==> src/rtl/xtr_pkg.sv <==
package xtr_pkg;
  // long form when the two top bits of the first dword are both set
  function automatic logic is_long(input logic [31:0] dw);
    return dw[31:30] == 2'b11;
  endfunction
endpackage

==> src/rtl/xtr_avail.sv <==
module xtr_avail #(
  parameter int LINE_DW = 4,
  parameter int DEPTH   = 4,
  parameter int PTR_W   = 5,
  parameter int VL_W    = 3,
  parameter int LN_W    = 2
) (
  input  logic [PTR_W-1:0] ptr_i,
  input  logic [VL_W-1:0]  valid_lines_i,
  input  logic [LN_W-1:0]  newest_line_i,
  output logic             enough_o
);
  localparam int BUF_DW = LINE_DW * DEPTH;
  localparam int SW     = PTR_W + VL_W + 2;

  logic [SW-1:0] end_dw, tot_dw, p_dw, avail;

  always_comb begin
    end_dw = (SW'(newest_line_i) + SW'(1)) * SW'(LINE_DW);
    tot_dw = SW'(valid_lines_i) * SW'(LINE_DW);
    p_dw   = SW'(ptr_i);
    avail  = '0;
    if (valid_lines_i != '0 && p_dw != SW'(BUF_DW)) begin
      if (end_dw > p_dw)
        avail = end_dw - p_dw;
      else if (end_dw < p_dw && (tot_dw + end_dw) > p_dw)
        avail = tot_dw + end_dw - p_dw;
    end
  end

  assign enough_o = avail >= SW'(2);
endmodule

==> src/rtl/xtr_assemble.sv <==
module xtr_assemble
  import xtr_pkg::*;
#(
  parameter int BUF_DW = 16,
  parameter int PTR_W  = 5,
  parameter int AW     = 4
) (
  input  logic [PTR_W-1:0] ptr_i,
  input  logic [31:0]      lo_data_i,
  input  logic [31:0]      hi_data_i,
  output logic [AW-1:0]    lo_addr_o,
  output logic [AW-1:0]    hi_addr_o,
  output logic             split_o,
  output logic             long_o,
  output logic [63:0]      insn_o
);
  logic [PTR_W:0] ptr_plus2;

  assign ptr_plus2 = {1'b0, ptr_i} + (PTR_W+1)'(2);
  // second dword would fall past the physical end
  assign split_o   = ptr_plus2 > (PTR_W+1)'(BUF_DW) &&
                     ptr_i != PTR_W'(BUF_DW);
  assign lo_addr_o = AW'(ptr_i);
  assign hi_addr_o = split_o ? '0 : AW'(ptr_i + PTR_W'(1));
  assign long_o    = is_long(lo_data_i);
  assign insn_o    = long_o ? {hi_data_i, lo_data_i} : {32'h0, lo_data_i};
endmodule

==> src/rtl/xtr_ptr.sv <==
module xtr_ptr #(
  parameter int BUF_DW = 16,
  parameter int PTR_W  = 5
) (
  input  logic             clk_i,
  input  logic             rst_ni,
  input  logic             load_i,
  input  logic [PTR_W-1:0] load_ptr_i,
  input  logic             adv_i,
  input  logic             split_i,
  input  logic             long_i,
  input  logic             fill_done_i,
  output logic [PTR_W-1:0] ptr_o
);
  logic [PTR_W-1:0] ptr_q, ptr_d;

  always_comb begin
    ptr_d = ptr_q;
    if (load_i)
      ptr_d = load_ptr_i;
    else if (adv_i) begin
      if (split_i)
        ptr_d = long_i ? PTR_W'(1) : PTR_W'(0);
      else
        ptr_d = ptr_q + (long_i ? PTR_W'(2) : PTR_W'(1));
    end else if (fill_done_i && ptr_q == PTR_W'(BUF_DW))
      ptr_d = '0;
  end

  always_ff @(posedge clk_i or negedge rst_ni) begin
    if (!rst_ni) ptr_q <= '0;
    else         ptr_q <= ptr_d;
  end

  assign ptr_o = ptr_q;
endmodule

==> src/rtl/insn_extractor.sv <==
module insn_extractor #(
  parameter  int LINE_DW = 4,
  parameter  int DEPTH   = 4,
  parameter  int IQ_MAX  = 4,
  localparam int BUF_DW  = LINE_DW * DEPTH,
  localparam int PTR_W   = $clog2(BUF_DW + 1),
  localparam int AW      = $clog2(BUF_DW),
  localparam int VL_W    = $clog2(DEPTH + 1),
  localparam int LN_W    = $clog2(DEPTH),
  localparam int QC_W    = $clog2(IQ_MAX + 1)
) (
  input  logic             clk_i,
  input  logic             rst_ni,
  input  logic             load_i,
  input  logic [PTR_W-1:0] load_ptr_i,
  input  logic             fill_done_i,
  input  logic [VL_W-1:0]  valid_lines_i,
  input  logic [LN_W-1:0]  newest_line_i,
  output logic [AW-1:0]    rd_lo_addr_o,
  input  logic [31:0]      rd_lo_data_i,
  output logic [AW-1:0]    rd_hi_addr_o,
  input  logic [31:0]      rd_hi_data_i,
  input  logic [QC_W-1:0]  q_count_i,
  output logic             push_valid_o,
  output logic [63:0]      push_insn_o,
  output logic             push_long_o,
  output logic [PTR_W-1:0] rd_ptr_o
);
  logic enough, split, long_w, q_room;
  logic [PTR_W-1:0] ptr;

  xtr_avail #(
    .LINE_DW(LINE_DW), .DEPTH(DEPTH), .PTR_W(PTR_W), .VL_W(VL_W), .LN_W(LN_W)
  ) u_avail (
    .ptr_i(ptr), .valid_lines_i(valid_lines_i), .newest_line_i(newest_line_i),
    .enough_o(enough)
  );

  xtr_assemble #(.BUF_DW(BUF_DW), .PTR_W(PTR_W), .AW(AW)) u_asm (
    .ptr_i(ptr), .lo_data_i(rd_lo_data_i), .hi_data_i(rd_hi_data_i),
    .lo_addr_o(rd_lo_addr_o), .hi_addr_o(rd_hi_addr_o),
    .split_o(split), .long_o(long_w), .insn_o(push_insn_o)
  );

  assign q_room       = q_count_i < QC_W'(IQ_MAX);
  assign push_valid_o = enough && q_room;
  assign push_long_o  = long_w;

  xtr_ptr #(.BUF_DW(BUF_DW), .PTR_W(PTR_W)) u_ptr (
    .clk_i(clk_i), .rst_ni(rst_ni), .load_i(load_i), .load_ptr_i(load_ptr_i),
    .adv_i(push_valid_o), .split_i(split), .long_i(long_w),
    .fill_done_i(fill_done_i), .ptr_o(ptr)
  );

  assign rd_ptr_o = ptr;
endmodule

==> config.mk <==
export PLATFORM = sky130hd
export DESIGN_NAME = insn_extractor
export DESIGN_NICKNAME = d
export VERILOG_FILES = /design/src/rtl/xtr_pkg.sv /design/src/rtl/xtr_avail.sv /design/src/rtl/xtr_assemble.sv /design/src/rtl/xtr_ptr.sv /design/src/rtl/insn_extractor.sv
export SDC_FILE = /design/constraint.sdc
export NUM_CORES = 1
export LEC_CHECK = 0
export ABC_AREA = 1
export BUFFER_PORTS_ARGS = -buffer_cell sky130_fd_sc_hd__buf_2
export CORE_ASPECT_RATIO = 0.75
export CORE_UTILIZATION = 37
export CTS_CLUSTER_SIZE = 8
export DETAILED_ROUTE_END_ITERATION = 10
export PLACE_DENSITY_LB_ADDON = 0.05
export SYNTH_ARGS = -nofsm -noshare
export SYNTH_HDL_FRONTEND = slang
export SYNTH_SLANG_ARGS = --single-unit
==> constraint.sdc <==
create_clock -name clk_i -period 3.55 [get_ports clk_i]
set_clock_uncertainty 0.15 [all_clocks]
set_input_delay 0.5325 -clock clk_i [delete_from_list [all_inputs] [get_ports clk_i]]
set_output_delay 0.5325 -clock clk_i [all_outputs]
set_load 0.03 [all_outputs]
# Word-level counts from Yosys, hierarchy flattened
# Index checks and enable logic that the tools add are counted.
[word_totals] romBits=0 output_inout_bits=79 ram_bits=0 word_cells=35 ff_bits=5 n_memories=0 latchBits=0 inputBits=81
[op_classes] n_reduce_logical=7 n_bitwise=0 magnitude_cmp=6 mux=11 n_eq_ne=3 shifts=0 add_sub_neg=7 n_mul=0 div_mod_pow=0
[op_table] op="$mux W64" n=1
[op_table] op="$mux W10" n=3
[op_table] op="$mux W5" n=4
[op_table] op="$add A5 B10 Y10" n=1
[op_table] op="$ge A10 B2 Y1 const B" n=1
[op_table] op="$gt A10 B5 Y1" n=1
[op_table] op="$sub A10 B5 Y10" n=1
[op_table] op="$add A5 B2 Y6 const B" n=1
[op_table] op="$gt A6 B5 Y1 const B" n=1
[op_table] op="$reduce_bool A3 Y1" n=2
[op_table] op="$sub A5 B5 Y6" n=1
[op_table] op="$add A5 B2 Y5" n=1
[op_table] op="$eq A5 B5 Y1 const B" n=1
[op_table] op="$gt A5 B5 Y1" n=1
[op_table] op="$logic_and A1 B1 Y1" n=5
[op_table] op="$lt A5 B5 Y1" n=1
[op_table] op="$ne A5 B5 Y1 const B" n=1
[op_table] op="$add A4 B1 Y4 const B" n=1
[op_table] op="$mux W4" n=1
[op_table] op="$add A2 B1 Y3 const B" n=1
[op_table] op="$lt A3 B3 Y1 const B" n=1
[op_table] op="$eq A2 B2 Y1 const B" n=1
[op_table] op="$mux W2" n=1
[op_table] op="$mux W1" n=1

# Longest topological paths before layout
[logic_depth] depth_word=11 mapped_depth=19 mapped_depth_nobuf=19

# Hierarchy
# A second synthesis with hierarchy kept.
[hier_totals] hier_cells=292 area_unflattened_um2=1706.6
[modules_own_cells] mod="xtr_assemble" seq_area_each_um2=0.0 instances=1 area_each_um2=726.9 cells_per_inst=135
[modules_own_cells] mod="xtr_avail" seq_area_each_um2=0.0 instances=1 area_each_um2=519.2 cells_per_inst=91
[modules_own_cells] mod="xtr_ptr" seq_area_each_um2=125.1 instances=1 area_each_um2=450.4 cells_per_inst=64
[modules_own_cells] mod="insn_extractor" seq_area_each_um2=0.0 instances=1 area_each_um2=10.0 cells_per_inst=2

# Worst setup path after synthesis
# Ideal clock, no wire load.
[synth_path] kind="input to output" start="input port newest_line_i[0]" end="output port push_valid_o" slack_ns=0.267 stages=16 t_arrival_ns=2.601 path_buffers=0 path_cell_list="ha_1 > inv_1 > fa_1 > inv_1 > ha_1 > nand2_1 > nor2_1 > nor2_1 > nand2_1 > nand2_1 > nand2_1 > nand3_1 > nand2_2 > nand2_4 > nand2_4 > inv_1"
[synth_between] elab_chain_cells=9
[synth_rtl] item="start, declared" line="insn_extractor.sv:18" source="input logic [LN_W-1:0] newest_line_i,"
[synth_rtl] item="$add A2 B1 Y3 *" line="xtr_avail.sv:19" source="end_dw = (SW'(newest_line_i) + SW'(1)) * SW'(LINE_DW);"
[synth_rtl] item="$add A5 B10 Y10" line="xtr_avail.sv:26, xtr_avail.sv:27"
[synth_rtl] item="$gt A10 B5 Y1" line="xtr_avail.sv:26" source="else if (end_dw < p_dw && (tot_dw + end_dw) > p_dw)"
[synth_rtl] item="$logic_and A1 B1 Y1" line="xtr_avail.sv:26"
[synth_rtl] item="$mux W10" line="xtr_avail.sv:26"
[synth_rtl] item="$mux W10 *" line="xtr_avail.sv:24" source="if (end_dw > p_dw)"
[synth_rtl] item="$mux W10 *" line="xtr_avail.sv:23" source="if (valid_lines_i != '0 && p_dw != SW'(BUF_DW)) begin"
[synth_rtl] item="$ge A10 B2 Y1 *" line="xtr_avail.sv:31" source="assign enough_o = avail >= SW'(2);"
[synth_rtl] item="$logic_and A1 B1 Y1 *" line="insn_extractor.sv:46" source="assign push_valid_o = enough && q_room;"
[synth_rtl] item="end, declared" line="insn_extractor.sv:24" source="output logic push_valid_o,"
# Every way passes the cells marked *; elsewhere a longest branch is shown, timed or not.

# Worst setup path in the final report
# Ends and elaborated chain as after synthesis.

==> run metrics <==
crit path max fanout 3; Die X-Extent approximately 80 µm; number of violations of the max-capacitance limit 0; worst skew pair latency ~220 ps; level count of the clock H-tree 1; class of the most critical setup path primary input to primary output; Starting Density 39.6%; largest area contributor in the netlist sky130_fd_sc_hd__buf_4; number of flip-flops in the largest register 5; post-DR vias/cell about 4.2; Place WS about 34 ps; Psw slightly above 0.5 mW; cell-by-cell trace of the critical path buf_2, ha_4, inv_1, fa_1, xnor2_1, ha_1, buf_4, inv_1, nand3_1, a21oi_2, nand3_2, nand2_2, nand2_4, nand2_4, inv_1, buf_6; fraction of layout cells with a size suffix above 1 33.1%; synthesized instance count 293; relative slew slack between 60 and 70%; count of cell types in the netlist 21; pin count of the biggest net entering global routing 33; IO Pins 160; area growth from synthesis to final layout 24.2%; Detailed Routing Iterations Pass 1 4; top flip-flop cell by instance count after synthesis sky130_fd_sc_hd__dfrtp_1; type of the most critical hold path primary input to flip-flop; post-layout total power roughly 0.92 mW; delay contributed by the slowest stage of the critical path roughly 400 ps; area of the multi-input gates 988 µm²; most common cell in the netlist sky130_fd_sc_hd__inv_1; status completed; utilization of the core after routing 49.2%; residual antenna-violating net count after detailed routing 0; CP Data Arrival Time roughly 2700 ps; post-DR wirelength/cell ~10 µm; power share of the sequential group between 10% and 20%; largest cells by area after synthesis sky130_fd_sc_hd__buf_4, sky130_fd_sc_hd__inv_1, sky130_fd_sc_hd__nand2_1; number of inserted diodes 0; Synthesized Nets 392; minimum clock period after layout 3410 ps; final-stage net count 460; via count of the first global-routing pass approximately 1,500; Synth Cell Area ~0.0017 mm²; total power per unit cell area 445 mW/mm²; row count 20; achievable clock frequency between 200 and 300 MHz; total CTS buffers 3; DRT iter0 DRCs 56; Core ar. 0.00418 mm²; IR Drop Worst-Case VDD around 0.25 mV; total of buffers placed on input and output ports 97; fraction of synthesized cell area taken by the top area cell type around 18%; sequential share of the synthesized area 7.56%; Worst Hold Slack approximately 440 ps; startpoint type of the worst setup path primary input; global-route wire length before repair 6.62 mm; fraction of power spent switching nets between 50% and 60%; CTS Root Cell sky130_fd_sc_hd__clkbuf_8; global route overflow 0; Tightest Pin Transition roughly 470 ps; sequential cell area in the final layout between 100 and 150 µm²; slowest cell on the critical path sky130_fd_sc_hd__fa_1; Yosys warning total 0; final setup fails 0; clock network power share roughly 11%; Internal ~0.40 mW; average size of a mapped cell ~5.6 µm²; Crit path required time ~2900 ps; Final Hold Violating Endpoints 0; list of most frequent post-synthesis cells sky130_fd_sc_hd__inv_1, sky130_fd_sc_hd__nand2_1, sky130_fd_sc_hd__nor2_1, sky130_fd_sc_hd__buf_4, sky130_fd_sc_hd__nand3_1; Lkg Pwr 1.43 nW; number of design rule violations left after detail routing 0; clock input transition at the sequential cells of the worst setup and hold paths roughly 30 ps; Final Max Slew Viols 0; FILL cells between 400 and 500; total buffers and inverters traversed by the critical path 6; overall track demand over capacity in global routing 17.7%; Bufs on Longest Clock Path 2; Die Y-Extent around 60 µm; kind of end point of the critical path primary output; placed wire-length estimate approximately 3.6 mm; WL final 4.30 mm; overall via count from detail_route 1,747; number of synthesized flops with an enable pin 0; number of antenna violations at the first check in global routing 0; Routability Congestion between 0.8 and 0.9; post-route setup slack roughly 140 ps; flops & latches, synth 5; combinational fraction of design power around 77%; TritonCTS clock tree yes; Die Outline Area between 0.004 and 0.005 mm²; total number of clock tree sinks 5; ys async rst share 100%; family of cells with the greatest summed delay on the critical path adder cells; Crit path top cell by count sky130_fd_sc_hd__inv_1; period utilization between 90% and 100%
-- power by group through the flow --
stage | logic [mW] | registers, mW | clock network [mW]
global route | 0.791 | 0.109 | 0.109
floorplan | 0.560 | 0.120 | 0
finish | 0.708 | 0.105 | 0.103
detailed placement | 0.671 | 0.106 | 0
CTS | 0.674 | 0.106 | 0.106
global placement | 0.671 | 0.105 | 0
-- cell type report --
type	count	share of cell area, %
Multi-Input combinational cell	173	48.1
Inverter	73	13.3
Sequential cell	5	6.09
Tap cell	55	3.35
Timing Repair Buffer	105	27.0
Clock buffer	4	2.19
-- logic make-up after synthesis --
kind of cell	after synthesis	synth area share, %
fa+ha+maj	18	14.5
simple gates	141	36.3
xor+xnor	8	4.23
flops	5	7.56
buf+inv	115	34.9
compound gates	6	2.49
-- timing repair --
item	CTS	global route
gates resized for setup	0	8
hold endpoints to repair	5	0
endpoints found under the setup margin	0	1
buffers inserted	0	1
hold buffers	1	0
-- worst reg2reg max path, cell delays in order, from the launching register on --
cell and delay, ps:
sky130_fd_sc_hd__dfrtp_1 540, sky130_fd_sc_hd__inv_2 160, sky130_fd_sc_hd__ha_1 380, sky130_fd_sc_hd__nand2_1 120, sky130_fd_sc_hd__nand2_1 60, sky130_fd_sc_hd__nand2_1 60, sky130_fd_sc_hd__nand3_1 110, sky130_fd_sc_hd__nor2_1 160
sky130_fd_sc_hd__nand3_2 100, sky130_fd_sc_hd__nand2_2 80, sky130_fd_sc_hd__nand2_4 60, sky130_fd_sc_hd__buf_4 150, sky130_fd_sc_hd__nand3_1 80, sky130_fd_sc_hd__nand2_1 60, sky130_fd_sc_hd__inv_1 50, sky130_fd_sc_hd__nand2_1 50
-- final timing paths --
path / from / to / cells past startpoint / slack (ps)
max: newest_line_i[0] / push_valid_o / 16 / 140
min: load_ptr_i[4] / u_ptr.ptr_o[4] / 5 / 440
max reg2reg: u_ptr.ptr_o[3] / u_ptr.ptr_o[3] / 15 / 1070
min reg2reg: u_ptr.ptr_o[4] / u_ptr.ptr_o[4] / 2 / 510
max in group asynchronous: rst_ni / u_ptr.ptr_o[0] / 2 / 2630
min in group asynchronous: rst_ni / u_ptr.ptr_o[2] / 2 / 500
-- metal layers --
metal	routed length (µm)	vias up	global-route usage, %
met5	0	-	0
met4	0	0	4.42
met3	330	0	4.12
met2	1910	70	29.2
met1	2060	718	23.5
li1	-	959	-
-- stage by stage --
step | TNS, ps | std cells | cell area [µm²]
6_report | 0 | 415 | 2060
5_1_grt | -1.58 | 415 | 2060
4_1_cts | 0 | 414 | 2010
3_5_place_dp | 0 | 409 | 1950
3_3_place_gp | 0 | 409 | 1950
2_1_floorplan | 0 | 293 | 1660
-- layout by cell type (no fill, tap or decap), drive strengths merged --
cell type	Yosys	layout
xnor2	4	4
a21oi	4	4
buf	39	104
xor2	4	4
ha	16	16
nand4	5	5
fa	2	2
clkbuf	3	4
nand2	57	57
nand3	27	27
dfrtp	5	5
o21ai	2	2
dlygate4sd3	0	1
nor2	52	52
inv	73	73
Note: power is estimated with default switching activity, not from simulation.
